===== config.mk =====
export PLATFORM = sky130hd
export DESIGN_NAME = cbr_refresh_sched
export DESIGN_NICKNAME = d
export VERILOG_FILES = /design/src/rtl/cbr_refresh_pkg.sv /design/src/rtl/cbr_refresh_timer.sv /design/src/rtl/cbr_refresh_debt.sv /design/src/rtl/cbr_refresh_strobe.sv /design/src/rtl/cbr_refresh_sched.sv
export SDC_FILE = /design/constraint.sdc
export NUM_CORES = 1
export LEC_CHECK = 0
export BUFFER_PORTS_ARGS = -buffer_cell sky130_fd_sc_hd__buf_4
export CELL_PAD_IN_SITES_DETAIL_PLACEMENT = 0
export CELL_PAD_IN_SITES_GLOBAL_PLACEMENT = 1
export CORE_MARGIN = 10
export CORE_UTILIZATION = 45
export DETAILED_ROUTE_END_ITERATION = 8
export PLACE_DENSITY_LB_ADDON = 0.1
export SYNTH_ARGS = -nofsm -noshare
export SYNTH_HDL_FRONTEND = slang
export SYNTH_HIERARCHICAL = 1
export SYNTH_SLANG_ARGS = --single-unit
export TNS_END_PERCENT = 5

===== constraint.sdc =====
create_clock -name clk -period 3.8 [get_ports clk]
set_input_delay 0 -clock clk [delete_from_list [all_inputs] [get_ports clk]]
set_output_delay 0 -clock clk [all_outputs]
set_load 0.05 [all_outputs]

===== src/rtl/cbr_refresh_pkg.sv =====
package cbr_refresh_pkg;

    typedef enum logic [1:0] {
        PH_IDLE,
        PH_PRE,
        PH_SETUP,
        PH_STROBE
    } ph_e;

    function automatic int imax(input int a, input int b);
        return (a > b) ? a : b;
    endfunction

    // nanoseconds to whole clock cycles, rounded up, never below one
    function automatic int ns_to_cyc(input int ns, input int mhz);
        int c;
        c = (ns * mhz + 999) / 1000;
        return (c < 1) ? 1 : c;
    endfunction

endpackage


===== src/rtl/cbr_refresh_timer.sv =====
module cbr_refresh_timer #(
    parameter int N_PAUSE = 50000,
    parameter int N_INT   = 3907
) (
    input  logic clk,
    input  logic rst_n,
    input  logic run,
    output logic pause_hit,
    output logic int_hit
);
    localparam int CW = $clog2(cbr_refresh_pkg::imax(N_PAUSE, N_INT) + 1);

    typedef struct packed {
        logic          pausing;
        logic [CW-1:0] cnt;
    } tmr_t;

    tmr_t q, d;

    always_comb begin
        d         = q;
        pause_hit = 1'b0;
        int_hit   = 1'b0;
        if (q.pausing) begin
            if (q.cnt == CW'(N_PAUSE - 1)) begin
                pause_hit = 1'b1;
                d.pausing = 1'b0;
                d.cnt     = '0;
            end else begin
                d.cnt = q.cnt + 1'b1;
            end
        end else if (run) begin
            if (q.cnt == CW'(N_INT - 1)) begin
                int_hit = 1'b1;
                d.cnt   = '0;
            end else begin
                d.cnt = q.cnt + 1'b1;
            end
        end else begin
            d.cnt = '0;
        end
    end

    always_ff @(posedge clk) begin
        if (!rst_n) begin
            q.pausing <= 1'b1;
            q.cnt     <= '0;
        end else begin
            q <= d;
        end
    end
endmodule


===== src/rtl/cbr_refresh_debt.sv =====
module cbr_refresh_debt #(
    parameter int MAXV  = 8,
    parameter int INITV = 8,
    parameter int DW    = 4
) (
    input  logic          clk,
    input  logic          rst_n,
    input  logic          load_init,
    input  logic          inc,
    input  logic          dec,
    output logic [DW-1:0] owed,
    output logic          nonzero
);
    logic [DW-1:0] owed_q, owed_d, after_dec;

    always_comb begin
        after_dec = owed_q - DW'(dec);
        if (load_init) begin
            owed_d = DW'(INITV);
        end else if (inc && (after_dec < DW'(MAXV))) begin
            owed_d = after_dec + 1'b1;
        end else begin
            owed_d = after_dec;
        end
    end

    always_ff @(posedge clk) begin
        if (!rst_n) owed_q <= '0;
        else        owed_q <= owed_d;
    end

    assign owed    = owed_q;
    assign nonzero = (owed_q != '0);
endmodule


===== src/rtl/cbr_refresh_strobe.sv =====
module cbr_refresh_strobe
    import cbr_refresh_pkg::*;
#(
    parameter int N_PRE  = 6,
    parameter int N_CSR  = 2,
    parameter int N_CHR  = 2,
    parameter int N_RASL = 13
) (
    input  logic clk,
    input  logic rst_n,
    input  logic start,
    output logic cyc_end,
    output logic ras_n,
    output logic cas_n
);
    localparam int CW = $clog2(imax(imax(N_PRE, N_CSR), imax(N_CHR, N_RASL)) + 1);

    typedef struct packed {
        ph_e           ph;
        logic [CW-1:0] cnt;
    } seq_t;

    seq_t q, d;

    always_comb begin
        d       = q;
        cyc_end = 1'b0;
        case (q.ph)
            PH_PRE: begin
                if (q.cnt == CW'(N_PRE - 1)) begin
                    d.ph  = PH_SETUP;
                    d.cnt = '0;
                end else begin
                    d.cnt = q.cnt + 1'b1;
                end
            end
            PH_SETUP: begin
                if (q.cnt == CW'(N_CSR - 1)) begin
                    d.ph  = PH_STROBE;
                    d.cnt = '0;
                end else begin
                    d.cnt = q.cnt + 1'b1;
                end
            end
            PH_STROBE: begin
                if (q.cnt == CW'(N_RASL - 1)) begin
                    cyc_end = 1'b1;
                    d.ph    = PH_IDLE;
                    d.cnt   = '0;
                end else begin
                    d.cnt = q.cnt + 1'b1;
                end
            end
            default: begin
                d.cnt = '0;
            end
        endcase
        if (start) begin
            d.ph  = PH_PRE;
            d.cnt = '0;
        end
    end

    always_ff @(posedge clk) begin
        if (!rst_n) begin
            q.ph  <= PH_IDLE;
            q.cnt <= '0;
        end else begin
            q <= d;
        end
    end

    assign ras_n = (q.ph != PH_STROBE);
    assign cas_n = !((q.ph == PH_SETUP) ||
                     ((q.ph == PH_STROBE) && (q.cnt < CW'(N_CHR))));
endmodule


===== src/rtl/cbr_refresh_sched.sv =====
module cbr_refresh_sched
    import cbr_refresh_pkg::*;
#(
    parameter int CLK_MHZ     = 250,
    parameter bit LOW_POWER   = 1'b0,
    parameter int PAUSE_NS    = 200000,
    parameter int PERIOD_NS   = 15625,
    parameter int INIT_CYCLES = 8,
    parameter int DEBT_MAX    = 8,
    parameter int T_CSR_NS    = 5,
    parameter int T_CHR_NS    = 8,
    parameter int T_RP_NS     = 30,
    parameter int T_RPC_NS    = 5,
    parameter int T_RAS_NS    = 50,
    parameter int T_RC_NS     = 84
) (
    input  logic clk,
    input  logic rst_n,
    input  logic ref_gnt,
    output logic ref_req,
    output logic ref_done,
    output logic ready,
    output logic ras_n,
    output logic cas_n,
    output logic we_n
);
    localparam int N_PAUSE = ns_to_cyc(PAUSE_NS, CLK_MHZ);
    localparam int N_INT   = ns_to_cyc(PERIOD_NS * (LOW_POWER ? 2 : 1), CLK_MHZ);
    localparam int N_CSR   = ns_to_cyc(T_CSR_NS, CLK_MHZ);
    localparam int N_CHR   = ns_to_cyc(T_CHR_NS, CLK_MHZ);
    localparam int N_RP    = ns_to_cyc(T_RP_NS, CLK_MHZ);
    localparam int N_RPC   = ns_to_cyc(T_RPC_NS, CLK_MHZ);
    localparam int N_RAS   = ns_to_cyc(T_RAS_NS, CLK_MHZ);
    localparam int N_RC    = ns_to_cyc(T_RC_NS, CLK_MHZ);
    localparam int N_RASL  = imax(N_RAS, N_CHR);
    localparam int N_PRE   = imax(imax(N_RP - N_CSR, N_RPC),
                                  imax(N_RC - N_RASL - N_CSR, 1));
    localparam int DW      = $clog2(imax(DEBT_MAX, INIT_CYCLES) + 1);

    typedef struct packed {
        logic busy;
        logic init;
        logic rdy;
        logic done;
    } ctl_t;

    ctl_t q, d;

    logic          pause_hit, int_hit;
    logic          start, cyc_end, owed_nz;
    logic [DW-1:0] owed;

    cbr_refresh_timer #(
        .N_PAUSE (N_PAUSE),
        .N_INT   (N_INT)
    ) u_timer (
        .clk       (clk),
        .rst_n     (rst_n),
        .run       (q.rdy),
        .pause_hit (pause_hit),
        .int_hit   (int_hit)
    );

    cbr_refresh_debt #(
        .MAXV  (DEBT_MAX),
        .INITV (INIT_CYCLES),
        .DW    (DW)
    ) u_debt (
        .clk       (clk),
        .rst_n     (rst_n),
        .load_init (pause_hit),
        .inc       (int_hit),
        .dec       (start),
        .owed      (owed),
        .nonzero   (owed_nz)
    );

    cbr_refresh_strobe #(
        .N_PRE  (N_PRE),
        .N_CSR  (N_CSR),
        .N_CHR  (N_CHR),
        .N_RASL (N_RASL)
    ) u_strobe (
        .clk     (clk),
        .rst_n   (rst_n),
        .start   (start),
        .cyc_end (cyc_end),
        .ras_n   (ras_n),
        .cas_n   (cas_n)
    );

    always_comb begin
        d      = q;
        d.done = 1'b0;
        start  = 1'b0;
        if (!q.busy) begin
            if (owed_nz && ref_gnt) begin
                start  = 1'b1;
                d.busy = 1'b1;
            end
        end else if (cyc_end) begin
            if (owed_nz) begin
                start = 1'b1;
            end else begin
                d.busy = 1'b0;
                d.done = 1'b1;
                if (q.init) begin
                    d.rdy  = 1'b1;
                    d.init = 1'b0;
                end
            end
        end
        if (pause_hit) begin
            d.init = 1'b1;
        end
    end

    always_ff @(posedge clk) begin
        if (!rst_n) begin
            q <= '0;
        end else begin
            q <= d;
        end
    end

    assign ref_req  = !q.busy && owed_nz;
    assign ref_done = q.done;
    assign ready    = q.rdy;
    assign we_n     = 1'b1;

    logic unused_owed;
    assign unused_owed = ^owed;
endmodule


Word level (Yosys, flattened, before mapping)
Index checks and enable logic that the tools add are counted.
Operators by class
  magnitude comparators: 2
  bitwise logic cells: 2
  multiplexer cells: 34
  reduce and logical (&&, ||, !) cells: 19
  equal/unequal tests: 16
  $add $sub $neg: 4
Operator list (number)
  2-to-1 mux 16 bit: 4
  2-to-1 mux 4 bit: 7
  adder 16 x 1 -> 16 bit, second input constant: 1
  equality test 16 x 12 -> 1 bit, second input constant: 1
  equality test 16 bit, second input constant: 1
  2-to-1 mux 1 bit: 16
  case mux 4 bit (3 select lines): 1
  AND reduction 4 bit: 3
  != test 3 x 2 -> 1 bit, second input constant: 3
  adder 4 x 1 -> 4 bit, second input constant: 2
  nonzero test 4 bit: 2
  2-to-1 mux 2 bit: 3
  != test 2 x 1 -> 1 bit, second input constant: 3
  case mux 2 bit (3 select lines): 1
  AND reduction 3 bit: 2
  2-to-1 mux 5 bit: 1
  equality test 2 bit, second input constant: 2
  equality test 4 x 1 -> 1 bit, second input constant: 1
  equality test 4 x 3 -> 1 bit, second input constant: 1
  equality test 4 bit, second input constant: 1
  logical AND 1 bit: 4
  < comparator 4 x 2 -> 1 bit, second input constant: 1
  < comparator 4 bit, second input constant: 1
  != test 2 bit, second input constant: 2
  9 further kinds: 13
Storage, ports and cells
  output and inout port bits: 6
  bits in registers: 31

Longest topological paths before layout
  depth in word-level cells: 10
  gate-level depth with buffers: 13

Cells and area by module
The synthesis kept the hierarchy.
By module, submodules not included
  cbr_refresh_timer: area each 822.0 sq um, instances 1, sequential area each 340.3 sq um, cells an instance 93
  cbr_refresh_strobe: area each 350.3 sq um, instances 1, sequential area each 120.1 sq um, cells an instance 38
  cbr_refresh_debt: area each 304.0 sq um, instances 1, sequential area each 80.1 sq um, cells an instance 35
  cbr_refresh_sched: area each 175.2 sq um, instances 1, sequential area each 80.1 sq um, cells an instance 20

Worst setup path after synthesis
No wires, ideal clock.
  path kind: register to register
  start: reg u_strobe/q[0] (netlist bit)
  end: reg u_debt.owed_q[2] (netlist: u_debt/owed[2])
  cell stages (with the launch flop): 14
  data arrival time: 2.649 ns
  path buffers: 0
  slack: 1.081 ns
  period minus slack after synthesis: 2.719 ns
  cell sequence: dfxtp_1 -> inv_1 -> ha_1 -> nand4_1 -> nor2_1 -> nand2_1 -> a21boi_0 -> ha_1 -> xor2_1 -> ha_1 -> nand2_1 -> nor2_1 -> mux2_2 -> a21oi_1
Between the ends
  word-level cells in the longest chain between the ends: 9
  elaborated cells on any way between the ends: 10
  classes of those cells: 2 x add/sub; 1 x order compare; 1 x eq/ne; 5 x mux; 1 x reduce/logical
RTL lines
  from (decl): line cbr_refresh_strobe.sv:23  | seq_t q, d;
  equality test 4 bit *: line cbr_refresh_strobe.sv:46  | if (q.cnt == CW'(N_RASL - 1)) begin
  2-to-1 mux 1 bit *: line cbr_refresh_strobe.sv:46
  2-to-1 mux 1 bit *: line cbr_refresh_strobe.sv:28  | case (q.ph)
  via cyc_end: line cbr_refresh_sched.sv:50  | logic start, cyc_end, owed_nz;
  2-to-1 mux 1 bit *: line cbr_refresh_sched.sv:101  | end else if (cyc_end) begin
  2-to-1 mux 1 bit *: line cbr_refresh_sched.sv:96  | if (!q.busy) begin
  via start: line cbr_refresh_sched.sv:50
  subtractor 4 x 1 -> 4 bit *: line cbr_refresh_debt.sv:17  | after_dec = owed_q - DW'(dec);
  < comparator 4 bit: line cbr_refresh_debt.sv:20  | end else if (inc && (after_dec < DW'(MAXV))) begin
  logical AND 1 bit: line cbr_refresh_debt.sv:20
  2-to-1 mux 4 bit *: line cbr_refresh_debt.sv:20
  to (signal assigned): line cbr_refresh_debt.sv:29  | else owed_q <= owed_d;
  to (decl): line cbr_refresh_debt.sv:14  | logic [DW-1:0] owed_q, owed_d, after_dec;
Mark *: on every way through the listed nets, which the timed path passes. The rest lies on a longest branch.
A chain may end at the register's enable or synchronous reset.

Worst setup path in the final report
  start: reg u_strobe/q[1] (netlist bit)
  end: reg u_debt.owed_q[2] (netlist: u_debt/owed[2])
Same word-level chain as after synthesis.

==> results_dict.tcl <==
set metrics [dict create \
    status "completed" \
    cts_sinks 31 \
    yosysTopAreaCellShare 0.376 \
    critPathMostFrequentCell "ha_1" \
    setup_viol_count_final 0 \
    max_freq_ghz 0.313 \
    p_per_area_nw_per_um2 546 \
    cp_slowest_cell "a21boi_0" \
    grt_pass1_wl_um 5890 \
    drive_gt1_frac 0.131 \
    syn_nets 197 \
    detail_route.wl_per_cell_um 12.9 \
    ys_seq_area_frac 0.376 \
    io_pins 9 \
    vdd_drop_max_uv 285 \
    drc 0 \
    via_per_inst 5.29 \
    drt-initial-drc-count 67 \
    layout.cells.most_common "dfxtp_1" \
    skew_ps 5.45 \
    antenna_found_initial 0 \
    post_cts_buffers 0 \
    nets 209 \
    fillers 352 \
    clkTransAtPathRegs_ps 70 \
    numPortBuffers 7 \
    min_path_type "input port to register" \
    synthCells 186 \
    routed_wl_um 3170 \
    avgSynthCellArea_um2 8.88 \
    ctsResizeCount 0 \
    tightest_slew_ps 798 \
    top_layer_used "met4" \
    placedCellCount 236 \
    grt-ovfl-total 0 \
    hold_viol 0 \
    rows 21 \
    vias 1297 \
    crit_chain "inv_1 -> ha_1 -> nand4_1 -> nor2_1 -> nand2_1 -> a21boi_0 -> ha_1 -> xor2_1 -> ha_1 -> nand2_1 -> nor2_1 -> mux2_2 -> a21oi_1" \
    wirelength_met1_um 1560 \
    diodes 0 \
    final_cell_mix "dfxtp_1, nor2_1, nand2_1, xnor2_1, inv_1" \
    synth-main-ff-cell "dfxtp_1" \
    yosys_warnings 6 \
    first_pass_iters 4 \
    ys_top_cells_by_area "dfxtp_1, xnor2_1, ha_1" \
    htreeDepth 2 \
    ant_nets 0 \
    yosysTopAreaCell "dfxtp_1" \
    netlist_area_um2 1650 \
    detailroute.wirelength.met2_um 1510 \
    relSlewSlack 0.468 \
    slowest_delay_ps 600 \
    fin_ws_ps 606 \
    insertion_delay_ps 270 \
    critPathCaptureType "register" \
    rsz0062_at_grt "no" \
    cts-root-buf "clkbuf_8" \
    ys_types 48 \
    crit_fanout 6 \
    async_reset_ff_frac 0 \
    synth-seq-cells 31 \
    power_leakage_uw 0.000637 \
    fin_crit_ps 3190 \
    maxSlewViolCount 0 \
    setup.worst_path.start_class "register" \
    start_util 0.480 \
    die_y_um 80.6 \
    setup_tns_ps 0 \
    synth-edff-count 0 \
    dr_wl_met3_um 71 \
    reg2reg_slack_ps 610 \
    die_width_um 80.6 \
    design.core.area_um2 3440 \
    final_cells 245 \
    syn_to_final_growth_pct 10.8 \
    grt_max_degree 17 \
    post-route-period-util 0.840 \
    grt_pass1_vias 1331 \
    cts_tree "done" \
    dp_hpwl_um 2360 \
    maxCapViolCount 0 \
    crit_type "register to register" \
    cts_buffer_depth 2 \
    dpl_worst_slack_ps 637 \
    crit_arrival_ps 3400 \
    crit_required_ps 4000 \
    gp_congestion 0.807 \
    dieArea_um2 6490 \
    numCtsBuffers 5 \
    grt_usage 0.111 \
    cts_hold_buffers 1 \
]
-- registers in the layout, summed over array words and instances (netlist names) --
register / count
u_strobe/q: 6
q: 2
ready: 1
u_debt/owed: 4
ref_done: 1
u_timer/q: 17
-- layer usage --
| metal | track usage | up-vias |
|---|---|---|
| li1 | - | 670 |
| met1 | 0.132 | 614 |
| met2 | 0.182 | 9 |
| met3 | 0.0401 | 4 |
| met4 | 0.0317 | 0 |
| met5 | 0 | - |
-- synth_stat cells, drive strengths merged (3+ instances only) --
library cell	instances
dfxtp	31
nor2	23
nand2	18
xnor2	13
inv	9
ha	8
nor3	8
nand2b	6
nand4	6
a21oi	5
nand3	5
xor2	5
nor3b	4
nor4b	4
o21ai	4
buf	3
or3	3
-- final timing paths --
| path | start | endpoint | cells past startpoint |
|---|---|---|---|
| worst max-delay path | u_strobe/q[1] | u_debt/owed[2] | 13 |
| worst min-delay path | ref_gnt | q[3] | 3 |
| worst max register to register | u_strobe/q[1] | u_debt/owed[2] | 13 |
| worst min register to register | q[2] | q[2] | 2 |
-- logic make-up after synthesis --
kind of cell | Yosys count | synth area share
simple gates | 94 | 0.329
flops | 31 | 0.376
compound gates | 19 | 0.0833
xor+xnor | 18 | 0.0955
fa+ha+maj | 8 | 0.0606
other cells | 1 | 0.00227
buf+inv | 12 | 0.0348
mux | 3 | 0.0189
-- critical path: cells and delay by family, from the launching register on --
family / cells / cell delay (ps)
multiplexers: 1 / 350
buffers and inverters: 1 / 80
flip-flops: 1 / 330
adder cells (fa/ha/maj): 3 / 640
AND/OR/NAND/NOR: 5 / 770
XOR/XNOR: 1 / 200
AO/OA/AOI/OAI: 2 / 760
-- power breakdown --
| part | total, uW | internal (uW) | switching, uW | leakage (uW) |
|---|---|---|---|---|
| combinational | 351 | 154 | 198 | 0.000344 |
| clock | 244 | 128 | 115 | 0.0000422 |
| sequential | 403 | 360 | 43.2 | 0.000251 |
| total | 998 | 642 | 356 | 0.000637 |
-- cell type report --
cell class | count | area, um^2 | share of cell area
clock buffer | 7 | 76.3 | 0.0417
clock inverter | 1 | 5.00 | 0.00274
inverter | 9 | 33.8 | 0.0185
multi-input combinational | 143 | 973 | 0.532
sequential | 31 | 621 | 0.339
tap | 46 | 57.6 | 0.0315
timing repair buffer | 8 | 62.6 | 0.0342
-- stage by stage --
step / hold WS, ps / cell area [um^2] / total power [uW] / util
2_1_floorplan: 61.9 / 1650 / 690 / -
3_3_place_gp: 247 / 1740 / 755 / 0.505
3_5_place_dp: 254 / 1740 / 765 / 0.505
4_1_cts: 42.4 / 1830 / 1010 / 0.531
5_1_grt: 114 / 1830 / 1080 / 0.531
6_report: 45.1 / 1830 / 998 / 0.531
(Power assumes the default switching activity.)
